## src/rtl/pin_irq_pkg.sv

```systemverilog
package pin_irq_pkg;

    // Sense setting of the dedicated trigger pin
    typedef enum logic [1:0] {
        SENSE_LOW  = 2'b00,
        SENSE_ANY  = 2'b01,
        SENSE_FALL = 2'b10,
        SENSE_RISE = 2'b11
    } sense_e;

    // Clear strobes of one interrupt source
    typedef struct packed {
        logic ack;
        logic w1c;
    } clr_req_t;

    // Does the transition prev -> cur qualify under the given sense?
    function automatic logic edge_match(sense_e mode, logic prev, logic cur);
        logic hit;
        case (mode)
            SENSE_ANY:  hit = prev ^ cur;
            SENSE_FALL: hit = prev & ~cur;
            SENSE_RISE: hit = ~prev & cur;
            default:    hit = 1'b0;
        endcase
        return hit;
    endfunction

    // Sticky flag next-state: drop beats set, set beats clear
    function automatic logic flag_next(logic cur_flag, logic drop, logic set, clr_req_t clr);
        logic nxt;
        if (drop)
            nxt = 1'b0;
        else if (set)
            nxt = 1'b1;
        else if (clr.ack || clr.w1c)
            nxt = 1'b0;
        else
            nxt = cur_flag;
        return nxt;
    endfunction

endpackage

```

## src/rtl/pin_sync.sv

```systemverilog
module pin_sync #(
    parameter int W      = 7,
    parameter int STAGES = 2
) (
    input  logic         clk,
    input  logic         rst,
    input  logic         run,
    input  logic [W-1:0] d,
    output logic [W-1:0] cur,
    output logic [W-1:0] prev,
    output logic         primed
);
    // STAGES synchroniser flops plus one history flop for edge compare
    localparam int DEPTH = STAGES + 1;
    localparam int CW    = $clog2(DEPTH + 1);

    logic [DEPTH-1:0][W-1:0] chain;
    logic [CW-1:0]           fill;

    always_ff @(posedge clk) begin
        if (rst) begin
            chain <= '0;
        end else if (run) begin
            for (int k = DEPTH - 1; k > 0; k--) begin
                chain[k] <= chain[k-1];
            end
            chain[0] <= d;
        end
    end

    // Counts sampled cycles until every stage holds a real pin value
    always_ff @(posedge clk) begin
        if (rst)
            fill <= '0;
        else if (run && fill != CW'(DEPTH))
            fill <= fill + 1'b1;
    end

    assign cur    = chain[STAGES-1];
    assign prev   = chain[STAGES];
    assign primed = (fill == CW'(DEPTH));

endmodule

```

## src/rtl/trig_sense_unit.sv

```systemverilog
module trig_sense_unit
    import pin_irq_pkg::*;
(
    input  logic     clk,
    input  logic     rst,
    input  logic     run,
    input  logic     primed,
    input  sense_e   mode,
    input  logic     cur,
    input  logic     prev,
    input  logic     en,
    input  clr_req_t clr,
    output logic     flag,
    output logic     req
);
    sense_e mode_q;
    logic   mode_changed;
    logic   edge_hit;

    always_ff @(posedge clk) begin
        if (rst)
            mode_q <= SENSE_LOW;
        else
            mode_q <= mode;
    end

    assign mode_changed = (mode != mode_q);
    assign edge_hit     = run && primed && (mode != SENSE_LOW) && edge_match(mode, prev, cur);

    always_ff @(posedge clk) begin
        if (rst)
            flag <= 1'b0;
        else
            flag <= flag_next(flag, mode_changed, edge_hit, clr);
    end

    // Level mode bypasses the flag and follows the sampled pin
    always_comb begin
        if (mode == SENSE_LOW)
            req = en && primed && !cur;
        else
            req = en && flag;
    end

endmodule

```

## src/rtl/grp_change_unit.sv

```systemverilog
module grp_change_unit
    import pin_irq_pkg::*;
#(
    parameter int N = 6
) (
    input  logic         clk,
    input  logic         rst,
    input  logic         run,
    input  logic         primed,
    input  logic [N-1:0] mask,
    input  logic [N-1:0] cur,
    input  logic [N-1:0] prev,
    input  logic [N-1:0] raw,
    input  logic         en,
    input  clr_req_t     clr,
    output logic         flag,
    output logic         req,
    output logic         wake
);
    logic [N-1:0] toggled;
    logic [N-1:0] drift;
    logic         change_hit;

    genvar g;
    generate
        for (g = 0; g < N; g++) begin : g_pin
            // clocked path: consecutive samples differ
            assign toggled[g] = mask[g] & (cur[g] ^ prev[g]);
            // clock-free path: raw pin differs from last sample
            assign drift[g]   = mask[g] & (raw[g] ^ cur[g]);
        end
    endgenerate

    assign change_hit = run && primed && (|toggled);

    always_ff @(posedge clk) begin
        if (rst)
            flag <= 1'b0;
        else
            flag <= flag_next(flag, 1'b0, change_hit, clr);
    end

    assign req  = en && flag;
    assign wake = en && primed && (|drift);

endmodule

```

## src/rtl/pin_irq_detector.sv

```systemverilog
module pin_irq_detector
    import pin_irq_pkg::*;
#(
    parameter int NPC         = 6,
    parameter int SYNC_STAGES = 2
) (
    input  logic           clk,
    input  logic           rst,
    input  logic           io_clk_run,
    input  logic           trig_pin,
    input  logic [1:0]     trig_sense,
    input  logic           trig_en,
    input  logic           trig_ack,
    input  logic           trig_clr,
    input  logic [NPC-1:0] grp_pins,
    input  logic [NPC-1:0] grp_mask,
    input  logic           grp_en,
    input  logic           grp_ack,
    input  logic           grp_clr,
    output logic           trig_flag,
    output logic           trig_req,
    output logic           grp_flag,
    output logic           grp_req,
    output logic           wake
);
    localparam int SW = NPC + 1;

    logic [SW-1:0] s_cur, s_prev;
    logic          primed;
    sense_e        mode;
    clr_req_t      trig_clr_s, grp_clr_s;
    logic          grp_wake;

    assign mode       = sense_e'(trig_sense);
    assign trig_clr_s = '{ack: trig_ack, w1c: trig_clr};
    assign grp_clr_s  = '{ack: grp_ack,  w1c: grp_clr};

    // Bit 0 carries the trigger pin, bits NPC:1 the general pins
    pin_sync #(.W(SW), .STAGES(SYNC_STAGES)) u_sync (
        .clk    (clk),
        .rst    (rst),
        .run    (io_clk_run),
        .d      ({grp_pins, trig_pin}),
        .cur    (s_cur),
        .prev   (s_prev),
        .primed (primed)
    );

    trig_sense_unit u_trig (
        .clk    (clk),
        .rst    (rst),
        .run    (io_clk_run),
        .primed (primed),
        .mode   (mode),
        .cur    (s_cur[0]),
        .prev   (s_prev[0]),
        .en     (trig_en),
        .clr    (trig_clr_s),
        .flag   (trig_flag),
        .req    (trig_req)
    );

    grp_change_unit #(.N(NPC)) u_grp (
        .clk    (clk),
        .rst    (rst),
        .run    (io_clk_run),
        .primed (primed),
        .mask   (grp_mask),
        .cur    (s_cur[SW-1:1]),
        .prev   (s_prev[SW-1:1]),
        .raw    (grp_pins),
        .en     (grp_en),
        .clr    (grp_clr_s),
        .flag   (grp_flag),
        .req    (grp_req),
        .wake   (grp_wake)
    );

    // Clock-free wake: raw low level in level mode, or masked pin drift
    assign wake = grp_wake || (trig_en && (mode == SENSE_LOW) && !trig_pin);

endmodule

```

## config.mk

```make
export PLATFORM = sky130hd
export DESIGN_NAME = pin_irq_detector
export DESIGN_NICKNAME = d
export VERILOG_FILES = /design/src/rtl/pin_irq_pkg.sv /design/src/rtl/pin_sync.sv /design/src/rtl/trig_sense_unit.sv /design/src/rtl/grp_change_unit.sv /design/src/rtl/pin_irq_detector.sv
export SDC_FILE = /design/constraint.sdc
export NUM_CORES = 1
export LEC_CHECK = 0
export ABC_AREA = 0
export CAP_MARGIN = 10
export CORE_ASPECT_RATIO = 1.25
export CORE_MARGIN = 4
export CORE_UTILIZATION = 42
export DETAILED_ROUTE_END_ITERATION = 8
export PLACE_DENSITY = 0.69
export RECOVER_POWER = 100
export SLEW_MARGIN = 20
export SYNTH_ARGS = -nofsm -noshare
export SYNTH_HDL_FRONTEND = slang
export SYNTH_SLANG_ARGS = --single-unit
```

## constraint.sdc

```tcl
create_clock -name clk -period 3.6 [get_ports clk]
set_input_delay 0.72 -clock clk [delete_from_list [all_inputs] [get_ports clk]]
set_output_delay 0.72 -clock clk [all_outputs]
set_load 0.05 [all_outputs]
```

### After elaboration in Yosys (flattened, before gate mapping)

Index checks and enable logic that the tools add are counted.

| operators by class | value |
|---|---|
| add/sub/neg operators | 1 |
| $mul | 0 |
| divide/modulo/power cells | 0 |
| $lt $le $gt $ge | 0 |
| equal/unequal tests | 6 |
| shift operators | 0 |
| mux-type cells | 6 |
| bitwise gates (word level) | 29 |
| reductions and logical operators | 25 |

Operators by type and width:

| kind | number |
|---|---|
| $and A1 B1 Y1 | 14 |
| $logic_and A1 B1 Y1 | 13 |
| $xor A1 B1 Y1 | 13 |
| $reduce_or A6 Y1 | 2 |
| $eq A2 B2 Y1 const B | 3 |
| $reduce_bool A2 Y1 | 3 |
| $mux W1 | 5 |
| $logic_or A1 B1 Y1 | 3 |
| $pmux W1 S3 | 1 |
| $add A2 B1 Y2 const B | 1 |
| $eq A2 B1 Y1 const B | 1 |
| $logic_not A1 Y1 | 2 |
| $logic_not A2 Y1 | 1 |
| $ne A2 B2 Y1 | 1 |
| $ne A2 B2 Y1 const B | 1 |
| $not A1 Y1 | 2 |
| $reduce_or A2 Y1 | 1 |

| storage, ports and cells | value |
|---|---|
| bits in registers | 27 |
| latch bits | 0 |
| memory bits (writable) | 0 |
| memory bits (read-only) | 0 |
| output and inout bits | 5 |
| memories | 0 |

### Longest topological paths before layout

Gate-level depths: netlist of run 1.

| logic depth | value |
|---|---|
| depth in word-level cells | 5 |
| mapped depth | 6 |

### Hierarchy

From an unflattened synthesis of run 1, not the netlist that was laid out.

| second synthesis, totals | value |
|---|---|
| cells, all modules | 144 |
| area total of the unflattened synthesis | 1390.1 um2 |

Modules (own cells, without submodules):

| module | times used | cells an instance | area each (um2) | sequential area each (um2) |
|---|---|---|---|---|
| pin_sync | 1 | 92 | 964.7 | 460.4 |
| grp_change_unit | 1 | 26 | 215.2 | 20.0 |
| trig_sense_unit | 1 | 24 | 195.2 | 60.1 |
| pin_irq_detector | 1 | 2 | 15.0 | 0.0 |

### Worst setup path before layout of run 1

No wires, ideal clock.

| path | value |
|---|---|
| path kind | input port to output port |
| start | in trig_sense[0] |
| end | out trig_req |
| arrival | 2.061 ns |
| required time | 2.880 ns |
| slack | 0.819 ns |
| stages on the path | 3 |
| path through | nor2_1 > nand3_1 > a21boi_0 |

| between the ends | value |
|---|---|
| longest elaborated chain between the ends | 2 |

Ends and longest elaborated chain:

| element | RTL line | source |
|---|---|---|
| from (decl) | pin_irq_detector.sv:11 | `input logic [1:0] trig_sense,` |
| $logic_not A2 Y1 | trig_sense_unit.sv:39 | `if (mode == SENSE_LOW)` |
| $mux W1 | trig_sense_unit.sv:39 |  |
| to (decl) | pin_irq_detector.sv:21 | `output logic trig_req,` |

No other way between the ends.

### Final worst setup path of run 1

Ends and elaborated chain as after synthesis.

==> impl_metrics.py, run 1 <==
metrics = {
    "timing": {
        "post-route-period-util": 0.937,
        "fmax_mhz": 297,
        "final_hold_viol_count": 0,
        "max_slew_margin": 0.350,
        "period_minus_slack_ns": 3.37,
        "tightest_slew_ns": 0.972,
        "drv_slew": 0,
        "rsz0062_at_grt": "false",
        "fin_skew_ns": 0.00355,
        "finalSetupViolCount": 0,
        "final.setup.tns_ns": 0,
        "holdWs_ns": 0.510,
    },
    "route": {
        "routed_wl_um": 2560,
        "via_per_inst": 5.13,
        "wl_per_cell_um": 13.6,
        "drc": 0,
        "vias": 964,
        "drt_iter0_markers": 26,
        "drtAntennaViolNets": 0,
        "firstDrtPassIters": 6,
    },
    "setup_path": {
        "path_class": "in -> out",
        "cp-end-kind": "output port",
        "crit_required_ns": 2.88,
        "cp_max_fo": 7,
        "cp-startpoint": "trig_sense[0]",
        "startpoint_type": "input port",
        "worstPathArrival_ns": 2.65,
        "r2r-start": "u_sync.prev[0]",
    },
    "flow_run": {
        "maxCapViolCount": 0,
    },
    "clock_network": {
        "cts_sinks": 27,
        "clockRootBuffer": "clkbuf_4",
        "cts_setup_buffers": 0,
        "ctsHtreeMaxLevel": 1,
        "clkTransAtPathRegs_ns": 0.14,
        "cts_made_buffers": 3,
        "clk_path_buf_depth": 2,
        "hold_buffers": 0,
        "clock_latency_ns": 0.32,
        "cts-resized-gates": 0,
        "cts_tree": "built",
    },
    "pwr": {
        "powerDensity_nw_per_um2": 339,
        "fin_total_pwr_w": 0.000534,
        "p_leak_nw": 0.702,
        "ir_worst_vdd_mv": 0.206,
    },
    "die": {
        "die_area_um2": 3940,
        "rows": 21,
        "fp.dieH_um": 69.1,
        "die_w_um": 56.9,
        "ios": 29,
        "core_um2": 2790,
        "start_util": 0.451,
    },
    "finish": {
        "regArea_um2": 541,
        "nets": 182,
        "fillerInstances": 274,
        "syn_to_final_growth_pct": 25.4,
        "multi_input_area_um2": 677,
        "antenna_cells": 0,
        "drive_gt1_frac": 0.0519,
    },
    "logic_synthesis": {
        "syn_inst": 127,
        "seq_area_frac_synth": 0.430,
        "ys_types": 26,
        "yosysTopAreaCellShare": 0.430,
        "synth_common_cells": "dfxtp_1 (27), nor2_1 (26), mux2i_1 (22), xor2_1 (13)",
        "yosys_warnings": 0,
        "avgSynthCellArea_um2": 9.89,
        "synth_edf_count": 0,
        "synthesis.nets": 154,
        "synthFlopType": "dfxtp_1",
        "yosysTopAreaCell": "dfxtp_1",
        "yosysMostFrequentCell": "dfxtp_1",
        "ys_ff_latch": 27,
        "synth.area.top_cells": "dfxtp_1 (43%), mux2i_1 (18%), xor2_1 (9.1%)",
        "synth_area_um2": 1260,
        "ys_async_sr_fraction": 0,
    },
    "place": {
        "gp_congestion": 0.800,
        "port_buffers": 28,
        "hpwlAfterDp_um": 1970,
    },
    "global_route": {
        "grt_pass1_wl_um": 4570,
        "antenna_found_initial": 0,
        "grt_max_degree": 28,
        "first_global_vias": 1046,
        "grt_usage": 0.142,
        "globalRouteOverflowTotal": 0,
    },
    "run_status": {
        "status": "finished clean",
    },
    "min_path": {
        "min_path_type": "reg -> reg",
        "hold_start": "u_sync.chain[6]",
    },
}
metrics by stage:
| step | area [um2] | std cells | setup WS (ns) | utilization |
|---|---|---|---|---|
| global route | 1580 | 188 | 0.127 | 0.566 |
| finish | 1580 | 188 | 0.228 | 0.566 |
| floorplan | 1260 | 127 | 0.819 | - |
| detailed placement | 1560 | 184 | 0.290 | 0.559 |
| global placement | 1560 | 184 | 0.426 | 0.559 |
| CTS | 1580 | 188 | 0.280 | 0.568 |
where the power goes:
group / internal (W) / switching, W
logic: 0.0000485 / 0.0000381
registers: 0.000311 / 0.00000862
clock network: 0.0000433 / 0.0000841
total: 0.000403 / 0.000131
flip-flops by register name, summed over array words and instances, names as in the netlist:
name           count
u_sync.fill        2
u_sync.chain       7
u_sync.prev        7
u_trig.flag        1
u_trig.mode_q      2
u_grp.flag         1
u_sync.cur         7
worst max-delay path: stages:
cell and delay (ns):
clkdlybuf4s50_1 0.53, nor2_1 0.21, nand3_1 0.09, a21boi_0 0.20, dlygate4sd3_1 0.90
logic make-up (layout without fill, tap and decap cells):
kind of cell | count (synthesis) | in the layout | synth area share
adder cells (fa/ha/maj) | 3 | 3 | 0.0299
multiplexers | 22 | 22 | 0.175
AND/OR/NAND/NOR | 39 | 39 | 0.143
flip-flops | 27 | 27 | 0.430
AO/OA/AOI/OAI | 12 | 12 | 0.0797
buffers and inverters | 9 | 36 | 0.0309
XOR/XNOR | 15 | 15 | 0.111
placed cells by master (no fill, tap or decap), drive strengths merged:
| master | netlist | final |
|---|---|---|
| xor2 | 14 | 14 |
| nor4 | 1 | 1 |
| nand3b | 1 | 1 |
| a22oi | 4 | 4 |
| and3 | 1 | 1 |
| inv | 3 | 3 |
| nand2 | 4 | 4 |
| ha | 3 | 3 |
| a2bb2oi | 1 | 1 |
| o21ai | 1 | 1 |
| dlygate4sd3 | 0 | 6 |
| a222oi | 1 | 1 |
| nand3 | 1 | 1 |
| dfxtp | 27 | 27 |
| a31o | 1 | 1 |
| mux2i | 22 | 22 |
| clkbuf | 2 | 6 |
| nor2b | 4 | 4 |
| nor2 | 26 | 26 |
| a31oi | 1 | 1 |
| and2 | 1 | 1 |
| xnor2 | 1 | 1 |
| o221ai | 1 | 1 |
| a21boi | 1 | 1 |
| a221oi | 1 | 1 |
| clkdlybuf4s50 | 0 | 21 |
path summary, 6_finish.rpt:
path / to / slack, ns / cells after the start
setup / recovery: trig_req / 0.23 / 5
hold / removal: u_sync.chain[6] / 0.51 / 2
hold reg to reg: u_sync.chain[6] / 0.51 / 2
setup reg to reg: u_trig.flag / 2.29 / 6
final cells by class:
class,count,share of cell area
clock buffers,4,0.0167
inverters,3,0.00715
multi-input cells,91,0.430
flip-flops and latches,27,0.343
well taps,34,0.0270
repair buffers,29,0.176
per-layer routing:
layer | global-route usage | up-vias | part of all wire
met4 | 0.0464 | 0 | 0.016
li1 | - | 484 | -
met2 | 0.244 | 33 | 0.49
met5 | 0 | - | 0
met1 | 0.170 | 441 | 0.43
met3 | 0.0336 | 6 | 0.067
Note: power is estimated with default switching activity, not from simulation.
==> run 2, diff against run 1 <==
--- a/config.mk
+++ b/config.mk
@@ -9,9 +9,9 @@
 export CAP_MARGIN = 10
 export CORE_ASPECT_RATIO = 1.25
 export CORE_MARGIN = 4
-export CORE_UTILIZATION = 42
+export CORE_UTILIZATION = 52
 export DETAILED_ROUTE_END_ITERATION = 8
-export PLACE_DENSITY = 0.69
+export PLACE_DENSITY = 0.83
 export RECOVER_POWER = 100
 export SLEW_MARGIN = 20
 export SYNTH_ARGS = -nofsm -noshare
==> impl_metrics.py, run 2 (synthesized netlist as in run 1, its figures left out) <==
metrics = {
    "place": {
        "preCtsSetupSlack_ns": 0.300,
        "numPlacedInstances": 181,
        "gp_congestion": 0.712,
        "port_buffers": 28,
        "placed_area_um2": 1550,
        "hpwlAfterDp_um": 1940,
    },
    "setup_path": {
        "crit_required_ns": 2.88,
        "path_buf_inv": 2,
        "worstPathArrival_ns": 2.63,
        "cp-end-kind": "output port",
        "path_cells": "clkdlybuf4s50_1 -> nor2_1 -> nand3_1 -> a21boi_0 -> dlygate4sd3_1",
        "startpoint_type": "input port",
        "cp_max_fo": 7,
        "path_class": "in -> out",
        "crit_path_top_delay_cell": "dlygate4sd3_1",
        "critPathTopFamily": "buffers and inverters",
        "slowest_delay_ns": 0.90,
    },
    "clock_network": {
        "clockRootBuffer": "clkbuf_4",
        "cts-resized-gates": 0,
        "clkTransAtPathRegs_ns": 0.13,
        "cts_tree": "built",
        "cts_made_buffers": 3,
        "cts_setup_buffers": 0,
        "ctsHtreeMaxLevel": 1,
        "clock_latency_ns": 0.31,
        "clk_path_buf_depth": 2,
        "hold_buffers": 0,
        "cts_sinks": 27,
    },
    "pwr": {
        "ir_worst_vdd_mv": 0.248,
        "powerDensity_nw_per_um2": 340,
        "p_leak_nw": 0.703,
        "fin_total_pwr_w": 0.000532,
    },
    "timing": {
        "max_slew_margin": 0.285,
        "fmax_mhz": 298,
        "final_hold_viol_count": 0,
        "post-route-period-util": 0.931,
        "drv_slew": 0,
        "tightest_slew_ns": 1.07,
        "rsz0062_at_grt": "false",
        "finalSetupViolCount": 0,
        "period_minus_slack_ns": 3.35,
        "fin_skew_ns": 0.00921,
        "post-route-worst-setup-slack_ns": 0.248,
        "final.setup.tns_ns": 0,
    },
    "finish": {
        "final_common_cell": "dfxtp_1",
        "final_cell_mix": "dfxtp_1 (27), nor2_1 (26), mux2i_1 (22)",
        "finalInstanceArea_um2": 1570,
        "final_cells": 185,
        "nets": 182,
        "drive_gt1_frac": 0.0455,
        "antenna_cells": 0,
        "syn_to_final_growth_pct": 24.6,
    },
    "route": {
        "drt_iter0_markers": 18,
        "routed_wl_um": 2440,
        "firstDrtPassIters": 4,
        "drtAntennaViolNets": 0,
        "wl_per_cell_um": 13.2,
        "vias": 935,
        "via_per_inst": 5.05,
        "drc": 0,
    },
    "die": {
        "ios": 29,
        "die_area_um2": 3270,
        "core_um2": 2260,
        "fp.dieH_um": 63.0,
        "die_w_um": 52.0,
        "rows": 19,
        "start_util": 0.556,
    },
    "global_route": {
        "antenna_found_initial": 0,
        "grt_pass1_wl_um": 4240,
        "globalRouteOverflowTotal": 0,
        "first_global_vias": 983,
        "grt_usage": 0.165,
        "grt_max_degree": 28,
    },
    "min_path": {
        "min_path_type": "reg -> reg",
    },
    "flow_run": {
        "maxCapViolCount": 0,
    },
    "run_status": {
        "status": "finished clean",
    },
}
run 2: cell count changes in the layout (fill, tap and decap cells not counted):
cell / change
a221oi_2: -1
a221oi_1: +1
run 2: layout make-up:
| cell class | instances | area, um2 |
|---|---|---|
| inverter | 3 | 11.3 |
| multi-input combinational | 91 | 671 |
| fill | 197 | 693 |
| clock buffer | 4 | 26.3 |
| timing repair buffer | 29 | 278 |
| tap | 31 | 38.8 |
| sequential | 27 | 541 |
run 2: path summary, 6_finish.rpt:
path	to	start	cells past startpoint	slack (ns)
setup / recovery	trig_req	trig_sense[0]	5	0.25
hold / removal	u_sync.chain[2]	u_sync.chain[2]	2	0.52
setup reg to reg	u_trig.flag	u_sync.prev[0]	6	2.26
hold reg to reg	u_sync.chain[2]	u_sync.chain[2]	2	0.52
run 2: metal layers:
layer | vias to the layer above | GRT usage | share of wire
li1 | 483 | - | -
met1 | 428 | 0.198 | 0.43
met2 | 22 | 0.291 | 0.50
met3 | 2 | 0.0286 | 0.058
met4 | 0 | 0.0492 | 0.0070
met5 | - | 0 | 0
run 2: through the flow:
step                      utilization  hold WS [ns]
after floorplan                     -         0.460
after global placement          0.688         0.471
after detailed placement        0.688         0.493
after CTS                       0.699         0.524
after global routing            0.693         0.547
final                           0.693         0.517
run 2: worst min-delay path: stages, from the launching register on:
cell and delay, ns:
dfxtp_1 0.35, mux2i_1 0.06, nor2_1 0.07
run 2: power breakdown:
| group | switching, W | internal, W | total, W | leakage [nW] |
|---|---|---|---|---|
| sequential | 0.00000901 | 0.000311 | 0.000320 | 0.221 |
| combinational | 0.0000375 | 0.0000485 | 0.0000860 | 0.467 |
| clock | 0.0000827 | 0.0000432 | 0.000126 | 0.0150 |
| total | 0.000129 | 0.000403 | 0.000532 | 0.703 |
==> run 3, diff against run 2 <==
--- a/config.mk
+++ b/config.mk
@@ -13,6 +13,7 @@
 export DETAILED_ROUTE_END_ITERATION = 8
 export PLACE_DENSITY = 0.83
 export RECOVER_POWER = 100
+export REMOVE_ABC_BUFFERS = 1
 export SLEW_MARGIN = 20
 export SYNTH_ARGS = -nofsm -noshare
 export SYNTH_HDL_FRONTEND = slang
==> impl_metrics.py, run 3 (synthesized netlist as in run 1, its figures left out) <==
metrics = {
    "run_status": {
        "status": "finished clean",
    },
    "timing": {
        "drv_slew": 0,
        "tightest_slew_ns": 1.20,
        "fin_skew_ns": 0.00387,
        "rsz0062_at_grt": "false",
        "finalSetupViolCount": 0,
        "period_minus_slack_ns": 3.36,
        "final.setup.tns_ns": 0,
        "post-route-worst-setup-slack_ns": 0.243,
        "final_hold_viol_count": 0,
        "post-route-period-util": 0.933,
        "max_slew_margin": 0.199,
        "fmax_mhz": 298,
    },
    "route": {
        "highest_layer": "met4",
        "drtAntennaViolNets": 0,
        "drt_iter0_markers": 17,
        "via_per_inst": 5.17,
        "firstDrtPassIters": 4,
        "routed_wl_um": 2460,
        "wl_met2_um": 1270,
        "drt-met1-wl_um": 1010,
        "vias": 956,
        "met3_length_um": 141,
        "drc": 0,
        "wl_per_cell_um": 13.3,
    },
    "pwr": {
        "fin_total_pwr_w": 0.000534,
        "ir_worst_vdd_mv": 0.315,
        "powerDensity_nw_per_um2": 342,
        "p_leak_nw": 0.705,
    },
    "die": {
        "ios": 29,
        "rows": 19,
        "core_um2": 2260,
        "start_util": 0.556,
        "fp.dieH_um": 63.0,
        "die_area_um2": 3270,
        "die_w_um": 52.0,
    },
    "global_route": {
        "first_global_vias": 1012,
        "grt_pass1_wl_um": 4170,
        "globalRouteOverflowTotal": 0,
        "grt_max_degree": 28,
        "grt_usage": 0.167,
        "antenna_found_initial": 0,
    },
    "setup_path": {
        "cp_max_fo": 7,
        "cp-end-kind": "output port",
        "path_class": "in -> out",
        "reg2reg_slack_ns": 2.25,
        "crit_path_top_delay_cell": "dlygate4sd3_1",
        "path_buf_inv": 2,
        "slowest_delay_ns": 0.90,
        "crit_required_ns": 2.88,
        "critPathTopFamily": "buffers and inverters",
        "startpoint_type": "input port",
        "path_cells": "clkdlybuf4s50_1 -> nor2_1 -> nand3_1 -> a21boi_0 -> dlygate4sd3_1",
        "worstPathArrival_ns": 2.64,
    },
    "finish": {
        "final_cell_mix": "dfxtp_1 (27), nor2_1 (26), mux2i_1 (22), clkdlybuf4s50_1 (22), xor2_1 (13)",
        "drive_gt1_frac": 0.0455,
        "antenna_cells": 0,
        "syn_to_final_growth_pct": 24.2,
        "finalInstanceArea_um2": 1560,
        "nets": 182,
        "final_common_cell": "dfxtp_1",
        "fin_util": 0.691,
    },
    "clock_network": {
        "clockRootBuffer": "clkbuf_4",
        "ctsHtreeMaxLevel": 1,
        "clock_latency_ns": 0.32,
        "cts-resized-gates": 0,
        "cts_sinks": 27,
        "cts_tree": "built",
        "cts_made_buffers": 3,
        "clk_path_buf_depth": 2,
        "cts_setup_buffers": 0,
        "clkTransAtPathRegs_ns": 0.13,
        "hold_buffers": 0,
    },
    "place": {
        "hpwlAfterDp_um": 1940,
        "port_buffers": 28,
        "placed_area_um2": 1550,
        "preCtsSetupSlack_ns": 0.302,
        "gp_congestion": 0.718,
    },
    "flow_run": {
        "maxCapViolCount": 0,
    },
    "min_path": {
        "min_path_type": "reg -> reg",
    },
}
-- run 3: report_power, final --
part / internal, W / switching [W] / total (W) / leakage [nW]
clock: 0.0000417 / 0.0000863 / 0.000128 / 0.0177
sequential: 0.000311 / 0.00000862 / 0.000320 / 0.221
combinational: 0.0000489 / 0.0000370 / 0.0000859 / 0.467
total: 0.000402 / 0.000132 / 0.000534 / 0.705
-- run 3: worst reg2reg max path, stage by stage, from the launching register on --
cell and delay [ns]:
dfxtp_1 0.38, inv_1 0.05, ha_1 0.28, nor2b_1 0.11
o221ai_1 0.14, a2bb2oi_1 0.15, nor4_1 0.15
-- run 3: layer usage --
metal | vias to the layer above | global-route usage
li1 | 480 | -
met1 | 443 | 0.185
met2 | 29 | 0.292
met3 | 4 | 0.0310
met4 | 0 | 0.0787
met5 | - | 0
-- run 3: final cells by class --
class	instances	area (um2)
timing repair buffer	29	278
sequential	27	541
clock buffer	3	22.5
inverter	3	11.3
tap	31	38.8
clock inverter	1	5.00
fill	194	698
multi-input combinational	91	664
-- run 3: path summary, 6_finish.rpt --
| path | startpoint | depth (start not counted) | to |
|---|---|---|---|
| min | u_sync.chain[5] | 2 | u_sync.chain[5] |
| max | trig_sense[0] | 5 | trig_req |
| max reg2reg | u_sync.prev[0] | 6 | u_trig.flag |
| min reg2reg | u_sync.chain[5] | 2 | u_sync.chain[5] |
-- run 3: metrics by stage --
| stage | cells | hold WS [ns] |
|---|---|---|
| 2_1_floorplan | 121 | 0.460 |
| 3_3_place_gp | 181 | 0.469 |
| 3_5_place_dp | 181 | 0.488 |
| 4_1_cts | 185 | 0.521 |
| 5_1_grt | 185 | 0.544 |
| 6_report | 185 | 0.516 |
